[src/rtl/xp_pkg.sv]
package xp_pkg;
    localparam int EXP_W = 15;
    localparam int MAN_W = 64;
    localparam int XW    = 1 + EXP_W + MAN_W;
    // signed working exponent: room for denormal shifts and sign
    localparam int EI_W  = EXP_W + 3;
    // highest unbiased exponent that still has fraction bits
    localparam int FRAC_LIM = MAN_W - 2;

    localparam logic [EXP_W-1:0] EXP_ALL = {EXP_W{1'b1}};
    localparam logic [EXP_W-1:0] BIAS    = {1'b0, {(EXP_W-1){1'b1}}};

    typedef enum logic [1:0] {
        OP_GETEXP = 2'd0,
        OP_GETMAN = 2'd1,
        OP_TRUNC  = 2'd2,
        OP_SCALE  = 2'd3
    } xp_op_e;

    typedef struct packed {
        logic             sign;
        logic [EXP_W-1:0] exp;
        logic [MAN_W-1:0] man;
    } xp_num_t;

    typedef struct packed {
        logic operr;
        logic inex2;
        logic ovfl;
        logic unfl;
    } xp_flag_t;

    localparam xp_num_t QNAN_DEF = '{sign: 1'b0, exp: EXP_ALL,
                                     man: {2'b11, {(MAN_W-2){1'b0}}}};
endpackage

[src/rtl/xp_int2ext.sv]
module xp_int2ext
    import xp_pkg::*;
#(
    parameter int IW = EI_W
) (
    input  logic signed [IW-1:0] val,
    output xp_num_t              num
);
    localparam int LW = $clog2(IW);

    logic [IW-1:0] mag;
    logic [LW-1:0] lead;

    always_comb begin
        mag  = val[IW-1] ? (~val + 1'b1) : val;
        lead = '0;
        for (int i = 0; i < IW; i++) begin
            if (mag[i]) lead = LW'(i);
        end
        if (mag == '0) begin
            num = '0;
        end else begin
            num.sign = val[IW-1];
            num.exp  = BIAS + EXP_W'(lead);
            num.man  = MAN_W'(mag) << (MAN_W - 1 - int'(lead));
        end
    end
endmodule

[src/rtl/xp_norm.sv]
module xp_norm
    import xp_pkg::*;
(
    input  logic                   clk,
    input  logic                   rst_n,
    input  logic                   load,
    input  xp_num_t                ld_num,
    input  logic                   step,
    output logic                   q_sign,
    output logic [EXP_W-1:0]       q_raw_exp,
    output logic signed [EI_W-1:0] q_exp,
    output logic [MAN_W-1:0]       q_man
);
    localparam logic signed [EI_W-1:0] ONE = EI_W'(1);

    always_ff @(posedge clk) begin
        if (!rst_n) begin
            q_sign    <= 1'b0;
            q_raw_exp <= '0;
            q_exp     <= '0;
            q_man     <= '0;
        end else if (load) begin
            q_sign    <= ld_num.sign;
            q_raw_exp <= ld_num.exp;
            q_exp     <= (ld_num.exp == '0) ? ONE : EI_W'(ld_num.exp);
            q_man     <= ld_num.man;
        end else if (step) begin
            q_man <= q_man << 1;
            q_exp <= q_exp - ONE;
        end
    end

    AST_SHIFT_DECREMENTS: assert property (@(posedge clk) disable iff (!rst_n)
        (step && !load) |=> (q_exp == $past(q_exp) - ONE));
    AST_SHIFT_ONLY_UNNORM: assert property (@(posedge clk) disable iff (!rst_n)
        step |-> !q_man[MAN_W-1]);
endmodule

[src/rtl/xp_calc.sv]
module xp_calc
    import xp_pkg::*;
#(
    parameter int SCALE_W = 32
) (
    input  logic [1:0]             op,
    input  logic                   sign,
    input  logic [EXP_W-1:0]       raw_exp,
    input  logic signed [EI_W-1:0] eff_exp,
    input  logic [MAN_W-1:0]       man,
    input  logic [SCALE_W-1:0]     scale,
    output xp_num_t                res,
    output xp_flag_t               flg
);
    localparam int SW = SCALE_W + 2;
    localparam logic signed [EI_W-1:0] BIAS_S  = EI_W'(BIAS);
    localparam logic signed [EI_W-1:0] LIM_S   = EI_W'(FRAC_LIM);
    localparam logic signed [SW-1:0]   SUM_MAX = SW'(EXP_ALL);
    localparam int KW = $clog2(MAN_W) + 1;

    logic                   is_nan, is_inf, is_zero;
    logic signed [EI_W-1:0] unb;
    logic signed [SW-1:0]   sum;
    logic [KW-1:0]          keep_n;
    logic [MAN_W-1:0]       keep_mask, kept;
    xp_num_t                cvt;
    xp_num_t                orig;

    xp_int2ext #(.IW(EI_W)) u_cvt (
        .val (unb),
        .num (cvt)
    );

    always_comb begin
        orig    = '{sign: sign, exp: raw_exp, man: man};
        is_nan  = (raw_exp == EXP_ALL) && (man[MAN_W-2:0] != '0);
        is_inf  = (raw_exp == EXP_ALL) && (man[MAN_W-2:0] == '0);
        is_zero = (raw_exp != EXP_ALL) && (man == '0);
        unb     = eff_exp - BIAS_S;
        keep_n  = KW'(unb) + KW'(1);
        keep_mask = unb[EI_W-1] ? '0 : ~({MAN_W{1'b1}} >> keep_n);
        kept    = man & keep_mask;
        sum     = SW'(eff_exp) + SW'($signed(scale));
        res     = orig;
        flg     = '0;
        unique case (xp_op_e'(op))
            OP_GETEXP, OP_GETMAN: begin
                if (is_nan || is_zero) begin
                    res = orig;
                end else if (is_inf) begin
                    res       = QNAN_DEF;
                    flg.operr = 1'b1;
                end else if (xp_op_e'(op) == OP_GETEXP) begin
                    res = cvt;
                end else begin
                    res = '{sign: sign, exp: BIAS, man: man};
                end
            end
            OP_TRUNC: begin
                if (is_nan) begin
                    res.man[MAN_W-2] = 1'b1;
                end else if (is_inf || is_zero || (unb > LIM_S)) begin
                    res = orig;
                end else begin
                    flg.inex2 = |(man & ~keep_mask);
                    if (kept == '0) res = '{sign: sign, exp: '0, man: '0};
                    else            res = '{sign: sign, exp: raw_exp, man: kept};
                end
            end
            OP_SCALE: begin
                if (is_nan) begin
                    res.man[MAN_W-2] = 1'b1;
                end else if (is_inf || is_zero) begin
                    res = orig;
                end else if (sum >= SUM_MAX) begin
                    res      = '{sign: sign, exp: EXP_ALL, man: '0};
                    flg.ovfl = 1'b1;
                end else if (sum[SW-1] || (sum == '0)) begin
                    res      = '{sign: sign, exp: '0, man: '0};
                    flg.unfl = 1'b1;
                end else begin
                    res = '{sign: sign, exp: sum[EXP_W-1:0], man: man};
                end
            end
        endcase
    end
endmodule

[src/rtl/xp_unit.sv]
module xp_unit
    import xp_pkg::*;
#(
    parameter int SCALE_W = 32
) (
    input  logic               clk,
    input  logic               rst_n,
    input  logic               in_valid,
    output logic               in_ready,
    input  logic [1:0]         in_op,
    input  logic [XW-1:0]      in_opnd,
    input  logic [SCALE_W-1:0] in_scale,
    output logic               out_valid,
    input  logic               out_ready,
    output logic [XW-1:0]      out_res,
    output logic               out_operr,
    output logic               out_inex2,
    output logic               out_ovfl,
    output logic               out_unfl
);
    typedef enum logic [1:0] {
        ST_IDLE = 2'd0,
        ST_NORM = 2'd1,
        ST_CALC = 2'd2,
        ST_HOLD = 2'd3
    } st_e;

    st_e st_q, st_d;

    xp_num_t                in_num;
    logic                   need_norm;
    logic                   accept, load, step;
    logic [1:0]             op_q;
    logic [SCALE_W-1:0]     scale_q;
    logic                   n_sign;
    logic [EXP_W-1:0]       n_raw_exp;
    logic signed [EI_W-1:0] n_exp;
    logic [MAN_W-1:0]       n_man;
    xp_num_t                calc_res, res_q;
    xp_flag_t               calc_flg, flg_q;

    assign in_num    = in_opnd;
    assign need_norm = ((in_op == OP_GETEXP) || (in_op == OP_GETMAN))
                       && (in_num.exp != EXP_ALL)
                       && (in_num.man != '0)
                       && !in_num.man[MAN_W-1];
    assign accept    = in_valid && in_ready;

    xp_norm u_norm (
        .clk       (clk),
        .rst_n     (rst_n),
        .load      (load),
        .ld_num    (in_num),
        .step      (step),
        .q_sign    (n_sign),
        .q_raw_exp (n_raw_exp),
        .q_exp     (n_exp),
        .q_man     (n_man)
    );

    xp_calc #(.SCALE_W(SCALE_W)) u_calc (
        .op      (op_q),
        .sign    (n_sign),
        .raw_exp (n_raw_exp),
        .eff_exp (n_exp),
        .man     (n_man),
        .scale   (scale_q),
        .res     (calc_res),
        .flg     (calc_flg)
    );

    // state register
    always_ff @(posedge clk) begin
        if (!rst_n) st_q <= ST_IDLE;
        else        st_q <= st_d;
    end

    // next state
    always_comb begin
        st_d = st_q;
        unique case (st_q)
            ST_IDLE: if (accept) st_d = need_norm ? ST_NORM : ST_CALC;
            ST_NORM: if (n_man[MAN_W-2]) st_d = ST_CALC;
            ST_CALC: st_d = ST_HOLD;
            ST_HOLD: if (out_ready) st_d = ST_IDLE;
        endcase
    end

    // outputs per state
    always_comb begin
        in_ready  = 1'b0;
        out_valid = 1'b0;
        load      = 1'b0;
        step      = 1'b0;
        unique case (st_q)
            ST_IDLE: begin
                in_ready = 1'b1;
                load     = in_valid;
            end
            ST_NORM: step = 1'b1;
            ST_CALC: ;
            ST_HOLD: out_valid = 1'b1;
        endcase
    end

    // request and result registers
    always_ff @(posedge clk) begin
        if (!rst_n) begin
            op_q    <= '0;
            scale_q <= '0;
            res_q   <= '0;
            flg_q   <= '0;
        end else begin
            if (accept) begin
                op_q    <= in_op;
                scale_q <= in_scale;
            end
            if (st_q == ST_CALC) begin
                res_q <= calc_res;
                flg_q <= calc_flg;
            end
        end
    end

    assign out_res   = res_q;
    assign out_operr = flg_q.operr;
    assign out_inex2 = flg_q.inex2;
    assign out_ovfl  = flg_q.ovfl;
    assign out_unfl  = flg_q.unfl;

    AST_HOLD_STABLE: assert property (@(posedge clk) disable iff (!rst_n)
        (out_valid && !out_ready) |=> (out_valid && $stable(out_res) && $stable(flg_q)));
    AST_DIRECT_LATENCY: assert property (@(posedge clk) disable iff (!rst_n)
        (accept && !need_norm) |=> !out_valid ##1 out_valid);
    AST_ONE_FLAG: assert property (@(posedge clk) disable iff (!rst_n)
        out_valid |-> $onehot0(flg_q));
    AST_OPERR_NAN: assert property (@(posedge clk) disable iff (!rst_n)
        (out_valid && out_operr) |-> (out_res == QNAN_DEF));
    AST_OVFL_INF: assert property (@(posedge clk) disable iff (!rst_n)
        (out_valid && out_ovfl) |-> (out_res[XW-2:0] == {EXP_ALL, {MAN_W{1'b0}}}));
    AST_UNFL_ZERO: assert property (@(posedge clk) disable iff (!rst_n)
        (out_valid && out_unfl) |-> (out_res[XW-2:0] == '0));
endmodule

[config.mk]
export PLATFORM = sky130hd
export DESIGN_NAME = xp_unit
export DESIGN_NICKNAME = d
export VERILOG_FILES = /design/src/rtl/xp_pkg.sv /design/src/rtl/xp_int2ext.sv /design/src/rtl/xp_norm.sv /design/src/rtl/xp_calc.sv /design/src/rtl/xp_unit.sv
export SDC_FILE = /design/constraint.sdc
export NUM_CORES = 1
export LEC_CHECK = 0
export BUFFER_PORTS_ARGS = -buffer_cell sky130_fd_sc_hd__buf_2
export CAP_MARGIN = 20
export CORE_MARGIN = 2
export CORE_UTILIZATION = 50
export CTS_BUF_LIST = sky130_fd_sc_hd__clkbuf_16
export DETAILED_ROUTE_END_ITERATION = 8
export PLACE_DENSITY = 0.79
export SLEW_MARGIN = 20
export SYNTH_ARGS = -nofsm -noshare
export SYNTH_HDL_FRONTEND = slang
export SYNTH_SLANG_ARGS = --single-unit
[constraint.sdc]
create_clock -name clk -period 5.7 [get_ports clk]
set_input_delay 1.71 -clock clk [delete_from_list [all_inputs] [get_ports clk]]
set_output_delay 1.71 -clock clk [all_outputs]
set_load 0.05 [all_outputs]
==> summary.txt, run 1 <==
Run status
  – Status: finished, final reports clean

Critical path
  – Slowest-stage cell, CP: nor2_1
  – Crit path DAT: 5.98 ns
  – Critical Path RT: 6.17 ns
  – Worst-path maximum fanout: 14
  – Worst Reg-to-Reg Cells: 16
  – FF-to-FF setup slack: 0.19 ns
  – Crit Path Class: register to register
  – Startpoint Class: register
  – RR Endpoint: out_res[68]$_SDFFE_PN0P_
  – Slowest Stage Delay on Critical Path: 0.83 ns
  – Crit Reg-Reg Startpoint: u_norm.q_exp[0]$_SDFFE_PN0P_
  – Crit end category: register
  – Crit-path cells: inv_1 > ha_1 > buf_4 > a41o_1 > nor2_1 > nand3_1 > o22ai_1 > a22oi_1 > nand3_1 > or4_1 > or4_1 > a211oi_2 > buf_4 > a211oi_1 > a221oi_1 > a21oi_1

Final layout
  – Fillers: 3312
  – Area of the multi-input gates: 12100 um^2
  – Register area: 4370 um^2
  – N_diodes: 0
  – Commonest non-fill, non-tap cell in the layout: nand2_1
  – Fraction of layout cells with a size suffix above 1: 0.171
  – Non-Filler Instances: 3069
  – Commonest non-fill, non-tap cells in the layout: nand2_1 (305), a21oi_1 (247), dfxtp_1 (216)
  – Area added between synthesis and finish: 15.2%
  – NumNets Final: 2760

Clock tree
  – Total clock buffers created by CTS: 24
  – Clock tree buffer depth: 3
  – # Post-CTS Setup Buffers: 0
  – # clock sinks: 218
  – CTS tree: yes
  – Worst-path clk slew: 0.07 ns
  – CTS Hold Bufs: 0
  – H-Tree Depth: 1
  – Clk_lat worst skew: 0.57 ns
  – CTS resizes: 0
  – CTS root buf: clkbuf_16

Synthesis
  – Most area-consuming cells after synthesis: dfxtp_1 (25%), a21oi_1 (7.1%), nand2_1 (6.6%)
  – Post-synthesis sequential area ratio: 0.251
  – Yosys top cell by area: dfxtp_1
  – Post-Syn Instances: 2424
  – Post-synthesis register bit count: 218
  – Asr flop ratio synth: 0
  – Syn Nets: 2588
  – Post-Syn Area: 17400 um^2
  – Syn_area_per_cell: 7.19 um^2
  – Synth unique cells: 111
  – Ys flop type: dfxtp_1
  – Area share of the largest cell type after synthesis: 0.251
  – Synthesis Warnings: 0
  – Post-synth EDFFs: 0

Drt
  – Drt via density: 6.79
  – Post-route DRC: 0
  – Pre-antenna DRT Iters: 6
  – Vias: 20800
  – Post-DRT Antenna Nets: 0
  – Drt total wl: 79.1 mm
  – Wire length per cell: 25.8 um
  – Initial DRC Count: 2799

Floorplan
  – Die W: 191 um
  – Die Span Y: 191 um
  – Core Rows: 68
  – Core Region: 34500 um^2
  – Initial core utilization: 0.505
  – Die area: 36300 um^2
  – # IOs: 204

Hold path
  – Min-Delay Path Class: register to register
  – Hold path startpoint: scale_q[19]$_SDFFE_PN0P_
  – Hold endpoint: scale_q[19]$_SDFFE_PN0P_
  – Worst hold stages: 2

Global route
  – Vias in the first global route: 19200
  – Largest net degree at the start of global routing: 146
  – Total gr overflow: 0
  – First-pass GRT wire length: 118 mm
  – Total GRT Usage: 0.424
  – Initial antenna violation count: 4

Placed design
  – I/O Buffers: 203
  – HPWL after DPL: 61.0 mm
  – GPL Wtd Cong: 1.11
  – Placed insts: 3025

Run
  – Max Cap Viol: 0

STA
  – RSZ-0062 raised after global routing: false
  – Crit path time final: 5.51 ns
  – Setup TNS: 0 ns
  – Worst Skew: 0.0283 ns
  – Worst-margin pin slew: 1.20 ns
  – Slew headroom: 0.196
  – Max Freq: 181 MHz
  – Final hold viol count: 0
  – Final setup fails: 0
  – Hold Slack: 0.460 ns
  – Fin crit share: 0.967
  – Final Max Tran Viols: 0

Power
  – Static leakage power: 0.00768 uW
  – Total power: 12300 uW
  – Maximum VDD drop: 0.000615 V
  – Pwr Density: 615 nW/um^2
==> registers in the layout, indices dropped and copies added (netlist names), 2 cells and up <==
signal and cells:
op_q 2, u_norm.q_man 64, st_q 2, u_norm.q_raw_exp 15, scale_q 32, out_res 80, u_norm.q_exp 18
==> worst max-delay path: cells and delay by family, from the launching register on <==
kind	cells	cell delay, ns
AOI/OAI and AO/OA	7	1.94
adders and majority gates	1	0.42
buffers and inverters	3	0.65
DFF	1	0.55
and+or+nand+nor	5	1.86
==> cells by family (layout without fill, tap and decap cells) <==
family,after synthesis,in the layout,share of synthesized area
multiplexers,86,86,0.0501
AO/OA/AOI/OAI,854,854,0.317
adder cells (fa/ha/maj),46,46,0.0335
AND/OR/NAND/NOR,925,925,0.258
buffers and inverters,230,420,0.0564
flip-flops,218,218,0.251
XOR/XNOR,65,65,0.0339
==> worst max-delay path by stage <==
stage | from | endpoint | slack (ns) | depth (start not counted)
4_1_cts | u_norm.q_exp[4]$_SDFFE_PN0P_ | out_res[58]$_SDFFE_PN0P_ | 0.28 | 13
2_1_floorplan | u_norm.q_exp[1]$_SDFFE_PN0P_ | out_res[68]$_SDFFE_PN0P_ | 1.33 | 21
5_1_grt | u_norm.q_exp[0]$_SDFFE_PN0P_ | out_res[68]$_SDFFE_PN0P_ | 0.02 | 16
3_5_place_dp | u_norm.q_exp[4]$_SDFFE_PN0P_ | out_res[58]$_SDFFE_PN0P_ | 0.33 | 13
6_report | u_norm.q_exp[0]$_SDFFE_PN0P_ | out_res[68]$_SDFFE_PN0P_ | 0.19 | 16
3_3_place_gp | u_norm.q_exp[4]$_SDFFE_PN0P_ | out_res[58]$_SDFFE_PN0P_ | 0.35 | 13
==> cell type report <==
| type | count | area share |
|---|---|---|
| clock buffer | 24 | 0.0299 |
| multi-input combinational | 1976 | 0.604 |
| tap | 455 | 0.0284 |
| sequential | 218 | 0.218 |
| timing repair buffer | 333 | 0.101 |
| clock inverter | 20 | 0.0103 |
| inverter | 43 | 0.00830 |
==> power breakdown <==
group	switching, uW	total, uW	internal, uW
logic	5430	8100	2670
registers	703	2620	1910
clock network	679	1630	948
==> synthesized netlist by cell type, types with 39 or more instances <==
cell type and n:
nor2_1 211, nor3_1 43, a21oi_1 247, mux2i_1 78
buf_2 39, nor4_1 52, dfxtp_1 218, inv_1 39
nand2b_1 58, xnor2_1 44, o21ai_0 182, clkbuf_1 120
ha_1 45, nand2_1 306, a31oi_1 39, nand3_1 79
nand4_1 43, a211oi_1 86
==> layer usage <==
layer  wire [um]  global-route usage
met5          29                   0
met4        2880               0.131
met3       10600               0.144
met2       31500               0.596
met1       34000               0.605
==> stage by stage <==
step	area (um^2)	setup slack [ns]	utilization
6_report	20100	0.187	0.582
5_1_grt	20100	0.0223	0.582
4_1_cts	20000	0.281	0.582
3_5_place_dp	19200	0.327	0.558
3_3_place_gp	19200	0.354	0.558
2_1_floorplan	17400	1.33	-
Power figures use the tool's default switching activity.
==> run 2: changes to the inputs <==
--- a/config.mk
+++ b/config.mk
@@ -6,10 +6,10 @@
 export NUM_CORES = 1
 export LEC_CHECK = 0
 export BUFFER_PORTS_ARGS = -buffer_cell sky130_fd_sc_hd__buf_2
-export CAP_MARGIN = 20
+export CAP_MARGIN = 10
 export CORE_MARGIN = 2
 export CORE_UTILIZATION = 50
-export CTS_BUF_LIST = sky130_fd_sc_hd__clkbuf_16
+export CTS_BUF_LIST = sky130_fd_sc_hd__clkbuf_2
 export DETAILED_ROUTE_END_ITERATION = 8
 export PLACE_DENSITY = 0.79
 export SLEW_MARGIN = 20
==> run 2 against run 1 <==
Global-route usage rose by 0.44 points. Total power fell by 4.5%. Flip-flop and latch count did not move. Wire length rose by 0.37%.
==> summary.txt, run 2 (synthesis gave the netlist of run 1 again) <==
Run status
  – Status: finished, final reports clean

Final layout
  – Register area: 4370 um^2
  – Final instance area: 19700 um^2
  – Final Util: 0.573
  – Area added between synthesis and finish: 13.3%
  – Fillers: 3393
  – NumNets Final: 2792
  – Commonest non-fill, non-tap cells in the layout: nand2_1 (305), a21oi_1 (247), dfxtp_1 (217)
  – Area of the multi-input gates: 12100 um^2
  – Non-Filler Instances: 3123
  – Commonest non-fill, non-tap cell in the layout: nand2_1
  – Max reg flops: 80
  – Fraction of layout cells with a size suffix above 1: 0.185

Global route
  – Largest net degree at the start of global routing: 146
  – First-pass GRT wire length: 119 mm
  – Vias in the first global route: 19400
  – Total gr overflow: 0
  – Total GRT Usage: 0.429
  – Initial antenna violation count: 4

Drt
  – Initial DRC Count: 2720
  – Post-route DRC: 0
  – Vias: 21000
  – Drt total wl: 79.3 mm
  – Post-DRT Antenna Nets: 0
  – Wire length per cell: 25.4 um
  – Pre-antenna DRT Iters: 6
  – Drt via density: 6.74

Clock tree
  – CTS root buf: clkbuf_2
  – H-Tree Depth: 2
  – Clock tree buffer depth: 3
  – Clk_lat worst skew: 1.07 ns
  – CTS Hold Bufs: 0
  – # clock sinks: 218
  – Worst-path clk slew: 0.11 ns
  – Total clock buffers created by CTS: 56
  – CTS tree: yes

STA
  – Setup TNS: 0 ns
  – Worst-margin pin slew: 1.13 ns
  – Final Max Tran Viols: 0
  – RSZ-0062 raised after global routing: false
  – Fin crit share: 0.968
  – Crit path time final: 5.52 ns
  – Worst Skew: 0.0965 ns
  – Slew headroom: 0.242
  – Final hold viol count: 0
  – Max Freq: 181 MHz
  – Final setup fails: 0

Run
  – Max Cap Viol: 0

Critical path
  – Critical Path RT: 6.57 ns
  – Crit end category: register
  – Crit path DAT: 6.39 ns
  – Worst-path maximum fanout: 11
  – Startpoint Class: register
  – Crit Path Class: register to register

Power
  – Total power: 11800 uW
  – Pwr Density: 597 nW/um^2
  – Maximum VDD drop: 0.000486 V
  – Static leakage power: 0.00764 uW

Floorplan
  – Die area: 36300 um^2
  – Die W: 191 um
  – Initial core utilization: 0.505
  – Die Span Y: 191 um
  – # IOs: 204
  – Core Region: 34500 um^2
  – Core Rows: 68

Placed design
  – HPWL after DPL: 61.0 mm
  – Total placed instance area: 19200 um^2
  – Placed insts: 3025
  – GPL Wtd Cong: 1.11
  – I/O Buffers: 203

Hold path
  – Min-Delay Path Class: register to register
## run 2: cell types whose count changed in the layout (fill, tap and decap cells not counted), moves of 2 or more
| cell | delta |
|---|---|
| clkbuf_2 | +70 |
| clkinv_2 | +3 |
| inv_1 | -2 |
| clkbuf_16 | -24 |
| diode_2 | +5 |
| clkinv_1 | +7 |
| bufinv_16 | -3 |
## run 2: layout make-up
| cell class | instances | share of cell area |
|---|---|---|
| inverter | 43 | 0.00843 |
| antenna | 5 | 0.000634 |
| multi-input combinational | 1976 | 0.614 |
| timing repair buffer | 333 | 0.103 |
| sequential | 218 | 0.221 |
| clock inverter | 23 | 0.00615 |
| tap | 455 | 0.0288 |
| clock buffer | 70 | 0.0177 |
## run 2: power by group
part	leakage (uW)	switching (uW)	internal [uW]
clock network	0.000358	699	386
logic	0.00549	5410	2670
registers	0.00179	708	1910
## run 2: through the flow
stage,hold WS (ns),setup slack (ns)
2_1_floorplan,0.436,1.33
3_3_place_gp,0.453,0.354
3_5_place_dp,0.453,0.327
4_1_cts,0.467,0.335
5_1_grt,0.483,0.00261
6_report,0.464,0.183
## run 2: final timing paths
path / startpoint / to / slack, ns / cells past startpoint
setup / recovery: u_norm.q_exp[0]$_SDFFE_PN0P_ / out_res[68]$_SDFFE_PN0P_ / 0.18 / 15
hold / removal: scale_q[19]$_SDFFE_PN0P_ / scale_q[19]$_SDFFE_PN0P_ / 0.46 / 2
setup reg to reg: u_norm.q_exp[0]$_SDFFE_PN0P_ / out_res[68]$_SDFFE_PN0P_ / 0.18 / 15
hold reg to reg: scale_q[19]$_SDFFE_PN0P_ / scale_q[19]$_SDFFE_PN0P_ / 0.46 / 2
## run 2: worst max-delay path: stages (launching register included)
cell	delay, ns
dfxtp_1	0.55
ha_1	0.37
xnor2_2	0.20
inv_1	0.18
ha_1	0.63
nor2b_1	0.45
o22ai_1	0.24
a22oi_1	0.29
nand3_1	0.12
or4_1	0.52
or4_1	0.67
a211oi_2	0.29
buf_4	0.19
a211oi_1	0.14
a221oi_1	0.38
a21oi_1	0.13
## run 2: repair_timing
action / CTS / global route
buffers inserted: 0 / 0
endpoints found under the setup margin: 0 / 19
gates resized for setup: 0 / 4
## run 2: routing by layer
| metal | vias to the layer above | wire length (um) | global-route usage |
|---|---|---|---|
| li1 | 9433 | - | - |
| met1 | 9915 | 33700 | 0.602 |
| met2 | 1475 | 31600 | 0.595 |
| met3 | 210 | 11300 | 0.161 |
| met4 | 2 | 2750 | 0.148 |
| met5 | - | 11 | 0 |
